--- src/rtl/stby_pkg.sv ---
package stby_pkg;

    typedef enum logic [1:0] {
        ST_RUN    = 2'd0,
        ST_STBY   = 2'd1,
        ST_SETTLE = 2'd2,
        ST_AWAKE  = 2'd3
    } stby_state_e;

    // register addresses
    localparam int unsigned REG_CTRL   = 0;
    localparam int unsigned REG_CSR    = 1;
    localparam int unsigned REG_CNT    = 2;
    localparam int unsigned REG_TSTART = 3;

    // status output codes
    localparam logic [1:0] STAT_RUN  = 2'b00;
    localparam logic [1:0] STAT_STBY = 2'b01;

endpackage

--- src/rtl/stby_regs.sv ---
module stby_regs
    import stby_pkg::*;
#(
    parameter int DATA_W = 8,
    parameter int ADDR_W = 2,
    parameter int CNT_W  = 8,
    parameter int DIV_W  = 3
) (
    input  logic              clk,
    input  logic              rst_n,
    input  logic              we,
    input  logic [ADDR_W-1:0] addr,
    input  logic [DATA_W-1:0] wdata,
    input  logic              tstart_clr,
    input  logic [CNT_W-1:0]  cnt_val,
    output logic [DATA_W-1:0] rdata,
    output logic              stby_en,
    output logic [DIV_W-1:0]  div_sel,
    output logic              cnt_load,
    output logic [CNT_W-1:0]  cnt_load_val,
    output logic [DATA_W-1:0] tstart_val
);

    logic              en_q;
    logic [DATA_W-1:0] csr_q;
    logic [DATA_W-1:0] tstart_q;

    logic hit_ctrl, hit_csr, hit_cnt, hit_tstart;

    always_comb begin
        hit_ctrl   = we && (addr == ADDR_W'(REG_CTRL));
        hit_csr    = we && (addr == ADDR_W'(REG_CSR));
        hit_cnt    = we && (addr == ADDR_W'(REG_CNT));
        hit_tstart = we && (addr == ADDR_W'(REG_TSTART));
    end

    always_ff @(posedge clk or negedge rst_n) begin
        if (!rst_n) begin
            en_q <= 1'b0;
        end else if (hit_ctrl) begin
            en_q <= wdata[0];
        end
    end

    always_ff @(posedge clk or negedge rst_n) begin
        if (!rst_n) begin
            csr_q <= '0;
        end else if (hit_csr) begin
            csr_q <= wdata;
        end
    end

    // entry into standby wins over a same-cycle write
    always_ff @(posedge clk or negedge rst_n) begin
        if (!rst_n) begin
            tstart_q <= '0;
        end else if (tstart_clr) begin
            tstart_q <= '0;
        end else if (hit_tstart) begin
            tstart_q <= wdata;
        end
    end

    always_comb begin
        unique case (int'(addr))
            REG_CTRL:   rdata = DATA_W'(en_q);
            REG_CSR:    rdata = csr_q;
            REG_CNT:    rdata = DATA_W'(cnt_val);
            REG_TSTART: rdata = tstart_q;
            default:    rdata = '0;
        endcase
    end

    assign stby_en      = en_q;
    assign div_sel      = csr_q[DIV_W-1:0];
    assign cnt_load     = hit_cnt;
    assign cnt_load_val = wdata[CNT_W-1:0];
    assign tstart_val   = tstart_q;

endmodule

--- src/rtl/stby_settle_timer.sv ---
module stby_settle_timer #(
    parameter int CNT_W = 8,
    parameter int DIV_W = 3
) (
    input  logic             clk,
    input  logic             rst_n,
    input  logic             run,
    input  logic             pre_clr,
    input  logic [DIV_W-1:0] div_sel,
    input  logic             load,
    input  logic [CNT_W-1:0] load_val,
    output logic [CNT_W-1:0] cnt,
    output logic             ovf
);

    localparam int PRE_W = 1 << DIV_W;

    logic [PRE_W-1:0] pre_q;
    logic [PRE_W-1:0] div_mask;
    logic [CNT_W-1:0] cnt_q;
    logic             tick;

    // prescaler bits that must all be one for a tick: 0..div_sel
    for (genvar g = 0; g < PRE_W; g++) begin : g_mask
        assign div_mask[g] = (DIV_W'(g) <= div_sel);
    end

    always_comb begin
        tick = run && (&(pre_q | ~div_mask));
        ovf  = tick && (&cnt_q);
    end

    always_ff @(posedge clk or negedge rst_n) begin
        if (!rst_n) begin
            pre_q <= '0;
        end else if (pre_clr) begin
            pre_q <= '0;
        end else if (run) begin
            pre_q <= pre_q + 1'b1;
        end
    end

    always_ff @(posedge clk or negedge rst_n) begin
        if (!rst_n) begin
            cnt_q <= '0;
        end else if (load) begin
            cnt_q <= load_val;
        end else if (tick) begin
            cnt_q <= cnt_q + 1'b1;
        end
    end

    assign cnt = cnt_q;

endmodule

--- src/rtl/stby_wake_arb.sv ---
module stby_wake_arb #(
    parameter int LVL_W = 4
) (
    input  logic             nmi_req,
    input  logic             irq_req,
    input  logic [LVL_W-1:0] irq_lvl,
    input  logic             per_req,
    input  logic             per_from_itimer,
    input  logic [LVL_W-1:0] per_lvl,
    input  logic [LVL_W-1:0] mask_lvl,
    output logic             wake_ok,
    output logic [LVL_W-1:0] win_lvl
);

    logic irq_ok;
    logic per_ok;

    always_comb begin
        irq_ok  = irq_req && (irq_lvl > mask_lvl);
        per_ok  = per_req && !per_from_itimer && (per_lvl > mask_lvl);
        wake_ok = nmi_req || irq_ok || per_ok;

        if (nmi_req) begin
            win_lvl = '1;
        end else if (irq_ok && per_ok) begin
            win_lvl = (per_lvl > irq_lvl) ? per_lvl : irq_lvl;
        end else if (per_ok) begin
            win_lvl = per_lvl;
        end else begin
            win_lvl = irq_lvl;
        end
    end

endmodule

--- src/rtl/stby_fsm.sv ---
module stby_fsm
    import stby_pkg::*;
#(
    parameter int LVL_W = 4
) (
    input  logic             clk,
    input  logic             rst_n,
    input  logic             sleep_req,
    input  logic             stby_en,
    input  logic             wake_ok,
    input  logic [LVL_W-1:0] win_lvl,
    input  logic             ovf,
    output stby_state_e      state,
    output logic             core_clk_en,
    output logic [1:0]       status,
    output logic             wake_pulse,
    output logic [LVL_W-1:0] wake_lvl,
    output logic             tstart_clr,
    output logic             timer_run,
    output logic             pre_clr
);

    stby_state_e st_q, st_d;
    logic             pulse_q;
    logic [LVL_W-1:0] lvl_q;

    // state register
    always_ff @(posedge clk or negedge rst_n) begin
        if (!rst_n) begin
            st_q <= ST_RUN;
        end else begin
            st_q <= st_d;
        end
    end

    // transitions
    always_comb begin
        st_d = st_q;
        unique case (st_q)
            ST_RUN: begin
                if (sleep_req && stby_en) st_d = ST_STBY;
            end
            ST_STBY: begin
                if (wake_ok) st_d = ST_SETTLE;
            end
            ST_SETTLE: begin
                if (ovf) st_d = ST_AWAKE;
            end
            ST_AWAKE: begin
                if (!stby_en)              st_d = ST_RUN;
                else if (ovf || sleep_req) st_d = ST_STBY;
            end
            default: st_d = ST_RUN;
        endcase
    end

    // outputs
    always_comb begin
        tstart_clr = (st_d == ST_STBY) && (st_q != ST_STBY);
        pre_clr    = (st_q == ST_STBY) && wake_ok;
        timer_run  = (st_q == ST_SETTLE) || ((st_q == ST_AWAKE) && stby_en);
        unique case (st_q)
            ST_RUN: begin
                core_clk_en = 1'b1;
                status      = STAT_RUN;
            end
            ST_STBY, ST_SETTLE: begin
                core_clk_en = 1'b0;
                status      = STAT_STBY;
            end
            ST_AWAKE: begin
                core_clk_en = 1'b1;
                status      = STAT_RUN;
            end
            default: begin
                core_clk_en = 1'b1;
                status      = STAT_RUN;
            end
        endcase
    end

    always_ff @(posedge clk or negedge rst_n) begin
        if (!rst_n) begin
            pulse_q <= 1'b0;
            lvl_q   <= '0;
        end else begin
            pulse_q <= (st_q == ST_SETTLE) && ovf;
            if (pre_clr) lvl_q <= win_lvl;
        end
    end

    assign state      = st_q;
    assign wake_pulse = pulse_q;
    assign wake_lvl   = lvl_q;

endmodule

--- src/rtl/stby_ctrl.sv ---
module stby_ctrl
    import stby_pkg::*;
#(
    parameter int DATA_W = 8,
    parameter int ADDR_W = 2,
    parameter int CNT_W  = 8,
    parameter int DIV_W  = 3,
    parameter int LVL_W  = 4
) (
    input  logic              clk,
    input  logic              rst_n,
    input  logic              reg_we,
    input  logic [ADDR_W-1:0] reg_addr,
    input  logic [DATA_W-1:0] reg_wdata,
    output logic [DATA_W-1:0] reg_rdata,
    input  logic              sleep_req,
    input  logic              nmi_req,
    input  logic              irq_req,
    input  logic [LVL_W-1:0]  irq_lvl,
    input  logic              per_req,
    input  logic              per_from_itimer,
    input  logic [LVL_W-1:0]  per_lvl,
    input  logic [LVL_W-1:0]  mask_lvl,
    output logic              core_clk_en,
    output logic [1:0]        status,
    output logic              wake_pulse,
    output logic [LVL_W-1:0]  wake_lvl
);

    stby_state_e       st;
    logic              stby_en;
    logic [DIV_W-1:0]  div_sel;
    logic              cnt_load;
    logic [CNT_W-1:0]  cnt_load_val;
    logic [CNT_W-1:0]  cnt_val;
    logic [DATA_W-1:0] tstart_val;
    logic              ovf;
    logic              wake_ok;
    logic [LVL_W-1:0]  win_lvl;
    logic              tstart_clr;
    logic              timer_run;
    logic              pre_clr;

    stby_regs #(
        .DATA_W(DATA_W), .ADDR_W(ADDR_W), .CNT_W(CNT_W), .DIV_W(DIV_W)
    ) u_regs (
        .clk          (clk),
        .rst_n        (rst_n),
        .we           (reg_we),
        .addr         (reg_addr),
        .wdata        (reg_wdata),
        .tstart_clr   (tstart_clr),
        .cnt_val      (cnt_val),
        .rdata        (reg_rdata),
        .stby_en      (stby_en),
        .div_sel      (div_sel),
        .cnt_load     (cnt_load),
        .cnt_load_val (cnt_load_val),
        .tstart_val   (tstart_val)
    );

    stby_settle_timer #(
        .CNT_W(CNT_W), .DIV_W(DIV_W)
    ) u_timer (
        .clk      (clk),
        .rst_n    (rst_n),
        .run      (timer_run),
        .pre_clr  (pre_clr),
        .div_sel  (div_sel),
        .load     (cnt_load),
        .load_val (cnt_load_val),
        .cnt      (cnt_val),
        .ovf      (ovf)
    );

    stby_wake_arb #(
        .LVL_W(LVL_W)
    ) u_arb (
        .nmi_req         (nmi_req),
        .irq_req         (irq_req),
        .irq_lvl         (irq_lvl),
        .per_req         (per_req),
        .per_from_itimer (per_from_itimer),
        .per_lvl         (per_lvl),
        .mask_lvl        (mask_lvl),
        .wake_ok         (wake_ok),
        .win_lvl         (win_lvl)
    );

    stby_fsm #(
        .LVL_W(LVL_W)
    ) u_fsm (
        .clk         (clk),
        .rst_n       (rst_n),
        .sleep_req   (sleep_req),
        .stby_en     (stby_en),
        .wake_ok     (wake_ok),
        .win_lvl     (win_lvl),
        .ovf         (ovf),
        .state       (st),
        .core_clk_en (core_clk_en),
        .status      (status),
        .wake_pulse  (wake_pulse),
        .wake_lvl    (wake_lvl),
        .tstart_clr  (tstart_clr),
        .timer_run   (timer_run),
        .pre_clr     (pre_clr)
    );

endmodule

--- config.mk ---
export PLATFORM = sky130hd
export DESIGN_NAME = stby_ctrl
export DESIGN_NICKNAME = d
export VERILOG_FILES = /design/src/rtl/stby_pkg.sv /design/src/rtl/stby_regs.sv /design/src/rtl/stby_settle_timer.sv /design/src/rtl/stby_wake_arb.sv /design/src/rtl/stby_fsm.sv /design/src/rtl/stby_ctrl.sv
export SDC_FILE = /design/constraint.sdc
export NUM_CORES = 1
export LEC_CHECK = 0
export BUFFER_PORTS_ARGS = -buffer_cell sky130_fd_sc_hd__clkbuf_2
export CAP_MARGIN = 20
export CORE_ASPECT_RATIO = 0.9
export CORE_MARGIN = 2
export CORE_UTILIZATION = 30
export CTS_BUF_LIST = sky130_fd_sc_hd__clkbuf_4
export DETAILED_ROUTE_END_ITERATION = 8
export GPL_TIMING_DRIVEN = 1
export SYNTH_ARGS = -nofsm -noshare
export SYNTH_HDL_FRONTEND = slang
export SYNTH_SLANG_ARGS = --single-unit
--- constraint.sdc ---
create_clock -name clk -period 3.8 [get_ports clk]
set_input_delay 0.95 -clock clk [delete_from_list [all_inputs] [get_ports clk]]
set_output_delay 0.95 -clock clk [all_outputs]
set_load 0.05 [all_outputs]
==> impl_metrics.toml <==
[placed_design]
routabilityCongestion = 0.815
hpwl_um = 4320
portBuffers = 44
place_ws_ps = 597

[critical_path]
cp.required_ps = 2850
end_kind = "output port"
r2r_end = "u_regs.tstart_val[5]$_DFFE_PN0P_"
r2r_slack_ps = 1210
critPathLaunch = "reg_addr[1]"
crit_type = "in2out"
r2r_cells = 8
critPathMaxFanout = 12
critPathLaunchType = "input pin"
arrival_ps = 2260
crit_end = "reg_rdata[1]"
timing.rr.start = "u_fsm.state[0]$_DFF_PN0_"

[synth]
yosysWarningCount = 0
synth-async-reset-ratio_pct = 100
ys_ff_latch = 40
syn_area_um2 = 2510
synthDistinctLibCells = 43
synthFlopType = "dfrtp_1"
synth_edf_count = 0
synth.net_count = 297
avgSynthCellArea_um2 = 10.1
yosysSeqAreaShare_pct = 39.9
syn_inst = 249

[timing]
tns_ps = 0
grt_setup_unrepaired = "no"
fmax_mhz = 312
fin_crit_sh_pct = 84.4
max-slew-margin-rel_pct = 52.4
finalSetupViolCount = 0
fin_crit_ps = 3210
tightest_slew_ps = 707
finalClockSkew_ps = 8.81
whs_ps = 416
finalMaxSlewViolations = 0
hold_viol = 0
finalWorstSetupSlack_ps = 592

[global_route]
grt_pass1_vias = 2096
antenna_found_initial = 0
grt_overflow = 0
grt_usage_pct = 13.4
grt_pass1_wl_um = 9980
grt_max_degree = 41

[route]
drc = 0
drt-vias-per-instance = 5.08
drtPass1Iterations = 4
drt_wl_total_um = 5560
vias = 2002
wl_per_cell_um = 14.1
drt_iter0_markers = 69
ant_nets = 0

[final_layout]
fillers = 830
multi_input_comb_area_um2 = 1410
final_cell_mix = "clkbuf_2 (44), dfrtp_1 (40), a21oi_1 (28)"
nets = 342
diodes = 0
syn_to_final_growth_pct = 15.4
layout-drive-gt1-share_pct = 24.7
seq_area_um2 = 1000
final_common_cell = "clkbuf_2"
fin_util_pct = 35.9

[clock_tree]
clk_pin_slew_ps = 120
cts_tree = "built"
cts_hold_buf = 0
post-cts-setup-buffers = 0
cts.htree.levels = 2
numClockSinks = 40
clockRootBuffer = "clkbuf_4"
numCtsBuffers = 5
post_cts_resized = 0
cts_buffer_depth = 2
clkLatencyLatePin_ps = 340

[power]
p_per_area_nw_per_um2 = 595
ir_worst_vdd_mv = 0.572
leakage_nw = 1.41

[hold_path]
hold_class = "in2async"

[die]
start_util_pct = 31.1
die_x_um = 100
die_area_um2 = 9100
num_rows = 31
io_pins = 46
die_h_um = 90.7
core-area_um2 = 8070

[flow_run]
drv_cap = 0

[status]
outcome = "completed"
registers in the layout (all words and copies together), names as in the netlist:
| signal | count |
|---|---|
| u_fsm.wake_pulse | 1 |
| u_fsm.state | 2 |
| u_fsm.wake_lvl | 4 |
| u_regs.tstart_val | 8 |
| u_timer.cnt | 8 |
| u_regs.stby_en | 1 |
| u_timer.pre_q | 8 |
| u_regs.csr_q | 8 |
worst max-delay path, cell delays in order:
cell and delay, ps:
clkbuf_2 240, nor2b_1 540, a22o_1 250, clkbuf_2 280
synthesized netlist by cell type (4+ instances only):
cell,n,share of area [%]
nor2_1,22,3.3
ha_1,18,9.0
clkbuf_1,5,0.75
a21oi_1,28,5.6
xor2_1,11,3.8
and2_1,4,1.0
inv_1,17,2.5
mux2i_1,14,5.6
nand4_1,5,1.2
a22o_1,7,2.4
mux2_2,16,7.2
nand2_1,11,1.6
dfrtp_1,40,40
nand3_1,8,1.6
kinds of logic after synthesis:
family / count (synthesis) / synth area share (%)
compound gates: 51 / 14.0
xor+xnor: 13 / 4.54
fa+ha+maj: 18 / 8.99
buf+inv: 25 / 3.99
flops: 40 / 39.9
mux: 31 / 13.7
other cells: 1 / 0.150
simple gates: 70 / 14.7
report_power, final:
group          internal, mW  switching (mW)
Sequential            0.546           0.122
Combinational         0.294           0.550
Clock                0.0681           0.141
stage by stage:
| stage | power [mW] | cell area (µm²) | instances |
|---|---|---|---|
| floorplan | 1.31 | 2510 | 249 |
| global placement | 1.51 | 2820 | 385 |
| detailed placement | 1.52 | 2820 | 385 |
| CTS | 1.74 | 2870 | 393 |
| global route | 1.86 | 2890 | 394 |
| finish | 1.72 | 2890 | 394 |
cell type report:
type	instances	area share [%]
Multi-Input combinational cell	184	48.6
Clock buffer	5	1.30
Tap cell	99	4.28
Inverter	17	2.21
Timing Repair Buffer	46	8.56
Sequential cell	40	34.6
Clock inverter	3	0.476
how the worst min path moves through the flow:
stage	startpoint	end	cells after the start	slack, ps
after floorplan	u_regs.csr_q[3]$_DFFE_PN0P_	u_regs.csr_q[3]$_DFFE_PN0P_	1	480
after global placement	u_regs.csr_q[4]$_DFFE_PN0P_	u_regs.csr_q[4]$_DFFE_PN0P_	1	480
after detailed placement	u_regs.csr_q[5]$_DFFE_PN0P_	u_regs.csr_q[5]$_DFFE_PN0P_	1	490
after CTS	u_regs.csr_q[5]$_DFFE_PN0P_	u_regs.csr_q[5]$_DFFE_PN0P_	1	520
after global routing	rst_n	u_regs.csr_q[3]$_DFFE_PN0P_	1	400
final	rst_n	u_regs.csr_q[3]$_DFFE_PN0P_	1	420
layer usage:
layer	global-route usage [%]	part of all wire [%]	vias up
li1	-	-	990
met1	18.2	46	986
met2	21.6	50	21
met3	2.63	2.9	5
met4	3.77	0.92	0
met5	0	0	-
(Power assumes the default switching activity.)
